===== src/rtl/fault_list_deducer.sv =====
module fault_list_deducer #(
  parameter int NPI   = 5,
  parameter int NGATE = 7,
  parameter int NFLT  = 16,
  localparam int NNET = NPI + NGATE,
  localparam int NW   = $clog2(NNET),
  localparam int FW   = $clog2(NFLT),
  localparam int GW   = $clog2(NGATE + 1)
) (
  input  logic                  clk,
  input  logic                  rst_n,
  input  logic                  start,
  input  logic                  cov_clr,
  input  logic [NPI-1:0]        pi_val,
  input  logic [NPI*FW-1:0]     pi_sa0,
  input  logic [NPI*FW-1:0]     pi_sa1,
  input  logic [NFLT-1:0]       flt_valid,
  input  logic [2*NGATE-1:0]    g_kind,
  input  logic [NW*NGATE-1:0]   g_src_a,
  input  logic [NW*NGATE-1:0]   g_src_b,
  input  logic [FW*NGATE-1:0]   g_sa0,
  input  logic [FW*NGATE-1:0]   g_sa1,
  input  logic [NNET-1:0]       po_mask,
  input  logic [NW-1:0]         rd_sel,
  output logic                  rd_val,
  output logic [NFLT-1:0]       rd_list,
  output logic                  busy,
  output logic                  done,
  output logic [NFLT-1:0]       det_mask,
  output logic [NFLT-1:0]       cov_mask
);

  typedef enum logic [1:0] {S_IDLE, S_RUN, S_FIN} st_t;

  st_t              st;
  logic [GW-1:0]    gidx;
  logic [NNET-1:0]  nval;
  logic [NFLT-1:0]  nlst [NNET];

  logic [1:0]       kind;
  logic [NW-1:0]    sa, sb;
  logic [FW-1:0]    o0, o1;

  always_comb begin
    kind = '0; sa = '0; sb = '0; o0 = '0; o1 = '0;
    for (int k = 0; k < NGATE; k++)
      if (GW'(k) == gidx) begin
        kind = g_kind[2*k +: 2];
        sa   = g_src_a[NW*k +: NW];
        sb   = g_src_b[NW*k +: NW];
        o0   = g_sa0[FW*k +: FW];
        o1   = g_sa1[FW*k +: FW];
      end
  end

  logic            xv, yv, ctl, inv, xc, yc, ez;
  logic [NFLT-1:0] lx, ly, base, own_bit, elz;
  logic [FW-1:0]   own;

  assign xv  = nval[sa];
  assign yv  = nval[sb];
  assign lx  = nlst[sa];
  assign ly  = nlst[sb];
  assign ctl = kind[1];
  assign inv = kind[0];
  assign xc  = (xv == ctl);
  assign yc  = (yv == ctl);
  assign ez  = (xc | yc) ? (ctl ^ inv) : ~(ctl ^ inv);

  always_comb
    case ({xc, yc})
      2'b00:   base = lx | ly;
      2'b11:   base = lx & ly;
      2'b10:   base = lx & ~ly;
      default: base = ly & ~lx;
    endcase

  assign own     = ez ? o0 : o1;
  assign own_bit = flt_valid[own] ? (NFLT'(1) << own) : '0;
  assign elz     = base | own_bit;

  logic [NFLT-1:0] det_now;
  always_comb begin
    det_now = '0;
    for (int n = 0; n < NNET; n++)
      if (po_mask[n]) det_now = det_now | nlst[n];
  end

  always_ff @(posedge clk or negedge rst_n)
    if (!rst_n) begin
      st       <= S_IDLE;
      gidx     <= '0;
      done     <= 1'b0;
      det_mask <= '0;
      cov_mask <= '0;
      nval     <= '0;
      for (int n = 0; n < NNET; n++) nlst[n] <= '0;
    end else begin
      done <= (st == S_FIN);
      cov_mask <= (cov_clr ? '0 : cov_mask) | ((st == S_FIN) ? det_now : '0);
      case (st)
        S_IDLE:
          if (start) begin
            for (int n = 0; n < NPI; n++) begin
              logic [FW-1:0] opp;
              opp = pi_val[n] ? pi_sa0[FW*n +: FW] : pi_sa1[FW*n +: FW];
              nval[n] <= pi_val[n];
              nlst[n] <= flt_valid[opp] ? (NFLT'(1) << opp) : '0;
            end
            gidx <= '0;
            st   <= S_RUN;
          end
        S_RUN: begin
          for (int n = NPI; n < NNET; n++)
            if (GW'(n - NPI) == gidx) begin
              nval[n] <= ez;
              nlst[n] <= elz;
            end
          if (gidx == GW'(NGATE - 1)) st <= S_FIN;
          else gidx <= gidx + 1'b1;
        end
        default: begin
          det_mask <= det_now;
          st       <= S_IDLE;
        end
      endcase
    end

  assign busy    = (st != S_IDLE);
  assign rd_val  = nval[rd_sel];
  assign rd_list = nlst[rd_sel];

  assert_done_pulse_R6: assert property (@(posedge clk) disable iff (!rst_n)
    done |=> !done);
  assert_done_idle_R6: assert property (@(posedge clk) disable iff (!rst_n)
    done |-> !busy);
  assert_gate_order_R6: assert property (@(posedge clk) disable iff (!rst_n)
    (st == S_RUN && gidx != GW'(NGATE - 1)) |=> (st == S_RUN && gidx == $past(gidx) + 1'b1));
  assert_cov_sticky_R7: assert property (@(posedge clk) disable iff (!rst_n)
    !cov_clr |=> ((cov_mask & $past(cov_mask)) == $past(cov_mask)));
  assert_list_modeled_R4: assert property (@(posedge clk) disable iff (!rst_n)
    (st == S_RUN) |-> ((elz & ~flt_valid) == '0));
  assert_start_ignored_R8: assert property (@(posedge clk) disable iff (!rst_n)
    (st == S_RUN && gidx != GW'(NGATE - 1)) |=> (st == S_RUN));

endmodule


===== config.mk =====
export PLATFORM = sky130hd
export DESIGN_NAME = fault_list_deducer
export DESIGN_NICKNAME = d
export VERILOG_FILES = /design/src/rtl/fault_list_deducer.sv
export SDC_FILE = /design/constraint.sdc
export NUM_CORES = 1
export LEC_CHECK = 0
export ABC_CLOCK_PERIOD_IN_PS = 4700
export BUFFER_PORTS_ARGS = -buffer_cell sky130_fd_sc_hd__buf_2
export CAP_MARGIN = 40
export CORE_MARGIN = 2
export CORE_UTILIZATION = 45
export CTS_CLUSTER_SIZE = 12
export DETAILED_ROUTE_END_ITERATION = 12
export SLEW_MARGIN = 40
export SYNTH_ARGS = -nofsm -noshare
export SYNTH_HDL_FRONTEND = slang
export SYNTH_SLANG_ARGS = --single-unit

===== constraint.sdc =====
create_clock -name clk -period 4.7 [get_ports clk]
set_input_delay 0.235 -clock clk [delete_from_list [all_inputs] [get_ports clk]]
set_output_delay 0.235 -clock clk [all_outputs]
set_load 0.01 [all_outputs]

==> results of run 1 <==
metal layers:
| metal | global-route usage (%) | wire, um |
|---|---|---|
| met1 | 49.41 | 32310 |
| met2 | 57.84 | 36790 |
| met3 | 8.921 | 10620 |
| met4 | 18.16 | 4540 |
| met5 | 0.5562 | 0 |
through the flow:
step	hold slack, ns	worst slack (ns)
5_1_grt	0.03016	0.02392
3_5_place_dp	0.1913	-0.003708
2_1_floorplan	-0.06059	0.4257
3_3_place_gp	0.4253	0.1046
4_1_cts	0.01063	0.03329
6_report	0.01834	0.2384
Yosys cell counts (all sizes together) (9+ instances only):
cell and instances:
a211oi 24, a21oi 81, a221o 22, a221oi 17, a22oi 105, a31oi 132
a32oi 21, and3 54, buf 62, clkbuf 139, dfrtp 242, inv 55
mux2 47, mux2i 200, mux4 51, nand2 389, nand2b 26, nand3 45
nand3b 9, nand4 28, nor2 192, nor2b 17, nor3 25, o2111ai 19
o211ai 12, o21ai 103, o22ai 41, or2 9, xor2 15
repair_timing:
item	in CTS	in global routing
pin swaps	0	1
cloned	0	0
resized for setup	3	6
buffers inserted	0	3
hold endpoints to repair	54	0
endpoints found under the setup margin	15	95
hold buffers	1	0
area by class of cell:
class / count / share of cell area, %
diodes: 1 / 0.01113
clock buffers: 38 / 3.555
clock inverters: 14 / 1.124
inverters: 55 / 0.9179
multi-input cells: 1780 / 54.84
flip-flops and latches: 242 / 26.92
well taps: 539 / 2.998
repair buffers: 364 / 9.630
critical path, stage by stage, from the launching register on:
cell	delay, ns
dfrtp_1	0.46
ha_1	0.21
ha_1	0.19
or2_4	0.32
a221oi_4	0.30
o21a_1	0.24
buf_4	0.24
mux2_1	0.35
o21ai_0	0.16
o22a_2	0.28
maj3_2	0.34
o32a_1	0.21
and2_2	0.29
buf_4	0.24
nand4b_2	0.27
a31oi_1	0.24
cells by family after synthesis:
| logic type | count (synthesis) | synth area share (%) |
|---|---|---|
| simple gates | 826 | 19.91 |
| compound gates | 632 | 22.79 |
| mux | 298 | 19.11 |
| buf+inv | 256 | 5.576 |
| flops | 242 | 31.38 |
| xor+xnor | 18 | 0.8559 |
| fa+ha+maj | 6 | 0.3825 |
worst min path at each step:
stage,start,cells past startpoint,endpoint,slack [ns]
2_1_floorplan,rst_n,0,cov_mask[0]$_DFF_PN0_,-0.06
3_3_place_gp,rst_n,1,nlst[33]$_DFFE_PN0P_,0.43
3_5_place_dp,rst_n,1,nlst[33]$_DFFE_PN0P_,0.19
4_1_cts,pi_val[4],3,nval[4]$_DFFE_PN0P_,0.01
5_1_grt,pi_val[4],3,nval[4]$_DFFE_PN0P_,0.03
6_report,pi_val[4],3,nval[4]$_DFFE_PN0P_,0.02
sequential cells by signal, summed over array words and instances (netlist names):
signal,flops
det_mask,16
cov_mask,16
st,2
done,1
gidx,3
nlst,192
nval,12
==> impl_metrics.env, run 1 <==
export IMPL_drtIter0Drc=2621
export IMPL_final_instance_count_excl_fill=3033
export IMPL_dieArea_sq_um=44560
export IMPL_crit_type="reg2reg"
export IMPL_finalHoldViolations=0
export IMPL_fill_cells=3976
export IMPL_drt_vias_per_instance=6.807
export IMPL_nets=2684
export IMPL_worst_ep_arrival_time_ns=4.95
export IMPL_start_util_pct=45.80
export IMPL_synth_cell_type_count=87
export IMPL_gr_total_overflow=0
export IMPL_drv_slew=0
export IMPL_timing_fmax_mhz=224.1
export IMPL_most_common_layout_cells="nand2_1 (387), buf_2 (255), dfrtp_1 (242)"
export IMPL_setup_worst_path_end_class="flip-flop"
export IMPL_critPathMaxFanout=13
export IMPL_gr_usage_all_layers_pct=37.48
export IMPL_rows=75
export IMPL_worstReg2RegStart="gidx[1]$_DFFE_PN0P_"
export IMPL_root_buffer="clkbuf_16"
export IMPL_fin_crit_ns=4.462
export IMPL_die_x_um=211.1
export IMPL_cts_buffer_depth=3
export IMPL_start_kind="flip-flop"
export IMPL_dr_total_vias=20647
export IMPL_r2r_setup_slack_ns=0.24
export IMPL_async_flop_share_pct=100.0
export IMPL_crit_end="nlst[41]$_DFFE_PN0P_"
export IMPL_worstHoldPathType="in2reg"
export IMPL_drive_above_1_share_pct=23.51
export IMPL_synth_cells=2278
export IMPL_ys_ff_latch=242
export IMPL_synth_nets=2490
export IMPL_gp_routability_congestion=0.9658
export IMPL_finalSetupViolCount=0
export IMPL_cts_max_level=1
export IMPL_fin_worst_skew_ns=0.01554
export IMPL_ant_nets=0
export IMPL_wl_per_cell_um=27.78
export IMPL_clk_latency_ns=0.58
export IMPL_cp_startpoint="gidx[1]$_DFFE_PN0P_"
export IMPL_dpl_cell_count=2976
export IMPL_seq_area_sq_um=6056
export IMPL_io_buffers=257
export IMPL_reg2regPathDepth=15
export IMPL_first_global_vias=19849
export IMPL_place_area_sq_um=21330
export IMPL_final_core_util_pct=53.38
export IMPL_worstMarginPinSlew_ns=0.9120
export IMPL_cts_sinks=242
export IMPL_antenna_found_initial=3
export IMPL_synth_edf_count=0
export IMPL_ys_top_cells_by_area="dfrtp_1 (31%), mux2i_1 (10%), nand2_1 (7.5%), mux4_2 (6.0%), a31oi_1 (4.3%)"
export IMPL_grt_max_degree=115
export IMPL_finalInstanceArea_sq_um=22490
export IMPL_netlist_area_leader_share_pct=31.38
export IMPL_yosysTopAreaCell="dfrtp_1"
export IMPL_slew_headroom_pct=39.14
export IMPL_fp_coreArea_sq_um=42130
export IMPL_grt_pass1_wl_mm=125.3
export IMPL_layout_commonest_cell="nand2_1"
export IMPL_firstDrtPassIters=8
export IMPL_syn_avg_cell_area_sq_um=8.472
export IMPL_cp_required_ns=5.19
export IMPL_cts_buffers=29
export IMPL_outcome="completed"
export IMPL_fin_setup_tns_ns=0
export IMPL_cts_tree="yes"
export IMPL_wirelength_mm=84.27
export IMPL_dp_hpwl_mm=57.07
export IMPL_yosys_warnings=0
export IMPL_maxCapViolCount=0
export IMPL_rsz0062_at_grt="false"
export IMPL_path_clk_slew_ns=0.06
export IMPL_ios=258
export IMPL_die_y_um=211.1
export IMPL_syn_area_sq_um=19300
export IMPL_multi_input_area_sq_um=12330
export IMPL_worstReg2RegEnd="nlst[41]$_DFFE_PN0P_"
export IMPL_synth_ff_type="dfrtp_1"
export IMPL_area_delta_synth_final_pct=16.55
export IMPL_finalCritPeriodShare_pct=94.93
export IMPL_ys_seq_area_share_pct=31.38
export IMPL_drc=0
Power of run 1 is left out: the tool's default activity adds up to more than one toggle a clock period on the data nets, which glitch-free logic cannot reach.
==> run 2: changes to the inputs <==
- CORE_MARGIN: 2 -> 3
- SETUP_SLACK_MARGIN: default -> 0.15
==> run 2 against run 1 <==
  * Routed wire length is 1.4% higher
  * Sequential share of layout area is 0.088 points lower
  * Critical path depth stayed put
  * First-iteration DRC count is 9.9% higher
  * Sequential cell count stayed put
  * Register-to-register slack better by 0.06 ns
  * Via count is 0.43% lower
==> impl_metrics.env, run 2 (synthesis gave the netlist of run 1 again) <==
export IMPL_first_global_vias=19469
export IMPL_gp_routability_congestion=1.010
export IMPL_fin_worst_skew_ns=0.02059
export IMPL_antenna_found_initial=0
export IMPL_fill_cells=3949
export IMPL_crit_path_cell_trace="inv_1 > ha_4 > buf_4 > a21oi_1 > a221o_1 > a22oi_1 > a2111oi_0 > a311oi_2 > o22a_2 > maj3_2 > mux2_4 > a21boi_4 > a221oi_4 > buf_4 > a21oi_2"
export IMPL_fp_coreArea_sq_um=42130
export IMPL_drc=0
export IMPL_finalCritPeriodShare_pct=93.64
export IMPL_cts_buffer_depth=3
export IMPL_drive_above_1_share_pct=23.67
export IMPL_die_y_um=213.1
export IMPL_start_util_pct=45.80
export IMPL_ant_nets=0
export IMPL_cp_common_cell="buf_4"
export IMPL_fin_crit_ns=4.401
export IMPL_finalInstanceArea_sq_um=22570
export IMPL_crit_type="reg2reg"
export IMPL_finalSetupViolCount=0
export IMPL_insertedDiodeCount=0
export IMPL_clk_latency_ns=0.58
export IMPL_rsz0062_at_grt="false"
export IMPL_dp_hpwl_mm=58.07
export IMPL_multi_input_area_sq_um=12460
export IMPL_die_x_um=213.1
export IMPL_grt_pass1_wl_mm=124.4
export IMPL_worstMarginPinSlew_ns=0.9312
export IMPL_fin_setup_tns_ns=0
export IMPL_rows=75
export IMPL_regMostFlops="nlst"
export IMPL_place_area_sq_um=21250
export IMPL_slowest_delay_ns=0.57
export IMPL_dr_total_vias=20558
export IMPL_setup_worst_path_end_class="flip-flop"
export IMPL_worst_ep_arrival_time_ns=4.85
export IMPL_area_delta_synth_final_pct=16.93
export IMPL_timing_fmax_mhz=227.2
export IMPL_firstDrtPassIters=9
export IMPL_path_clk_slew_ns=0.06
export IMPL_maxCapViolCount=0
export IMPL_drv_slew=0
export IMPL_drtIter0Drc=2880
export IMPL_start_kind="flip-flop"
export IMPL_cp_required_ns=5.15
export IMPL_wirelength_mm=85.42
export IMPL_drt_vias_per_instance=6.792
export IMPL_largest_register_ffs=192
export IMPL_cts_buffers=28
export IMPL_worstHoldPathType="in2reg"
export IMPL_reg_largest_list="nlst x192, cov_mask x16, det_mask x16"
export IMPL_io_buffers=257
export IMPL_cts_sinks=242
export IMPL_finalHoldViolations=0
export IMPL_cts_max_level=1
export IMPL_cts_tree="yes"
export IMPL_nets=2681
export IMPL_ios=258
export IMPL_grt_max_degree=149
export IMPL_layout_commonest_cell="nand2_1"
export IMPL_gr_usage_all_layers_pct=36.59
export IMPL_slew_headroom_pct=37.85
export IMPL_dieArea_sq_um=45410
export IMPL_root_buffer="clkbuf_16"
export IMPL_critPathSlowestCell="a2111oi_0"
export IMPL_gr_total_overflow=0
export IMPL_critPathMaxFanout=14
export IMPL_seq_area_sq_um=6056
export IMPL_outcome="completed"
export IMPL_wl_per_cell_um=28.22
export IMPL_most_common_layout_cells="nand2_1 (387), buf_2 (254), dfrtp_1 (242)"
## run 2: cell types whose count changed in the layout (fill, tap and decap cells not counted), sizes merged
cell	delta
clkbuf	-1
diode	-1
clkinv	-1
clkinvlp	+1
buf	-2
bufinv	-2
## run 2: metal layers
layer / GRT usage (%) / share of wire [%]
met2: 56.95 / 44
met3: 8.331 / 12
met5: 0 / 0
met4: 16.24 / 5.2
met1: 48.87 / 38
## run 2: path summary, 6_finish.rpt
check / start / to / slack [ns] / cells past startpoint
hold reg to reg: det_mask[2]$_DFFE_PN0N_ / det_mask[2]$_DFFE_PN0N_ / 0.52 / 2
max in group asynchronous: rst_n / nlst[109]$_DFFE_PN0P_ / 3.16 / 4
setup / recovery: gidx[0]$_DFFE_PN0P_ / nlst[30]$_DFFE_PN0P_ / 0.30 / 15
hold / removal: pi_val[1] / nval[1]$_DFFE_PN0P_ / 0.03 / 3
setup reg to reg: gidx[0]$_DFFE_PN0P_ / nlst[30]$_DFFE_PN0P_ / 0.30 / 15
min in group asynchronous: rst_n / det_mask[0]$_DFFE_PN0N_ / 0.28 / 2
## run 2: final cells by class
cell class / count / area share (%)
Sequential cell: 242 / 26.84
Clock inverter: 12 / 0.8983
Clock buffer: 37 / 3.477
Inverter: 55 / 0.9149
Tap cell: 539 / 2.989
Timing Repair Buffer: 362 / 9.687
Multi-Input combinational cell: 1780 / 55.20
## run 2: worst max-delay path, delay by kind of cell, from the launching register on
kind,cells,cell delay (ns)
muxes,1,0.43
DFF,1,0.45
buffers and inverters,3,0.55
adders and majority gates,2,0.67
AOI/OAI and AO/OA,9,2.16
## run 2: through the flow
step	hold WS (ns)	utilization (%)	setup WS (ns)	instances
global route	0.04521	53.56	0.1258	3027
floorplan	-0.06059	-	0.4257	2278
detailed placement	0.3203	50.44	-0.08277	2968
global placement	0.3094	50.40	0.07561	2968
finish	0.02793	53.56	0.2991	3027
CTS	0.01205	52.95	0.1510	3023
## run 2: repair_timing
action	in CTS	in global routing
cloned	0	0
buffers inserted	5	1
endpoints found under the hold margin	94	0
hold buffers	1	0
setup endpoints to repair	44	112
resized for setup	5	26
pin swaps	2	3
Power of run 2 is left out for the same reason.
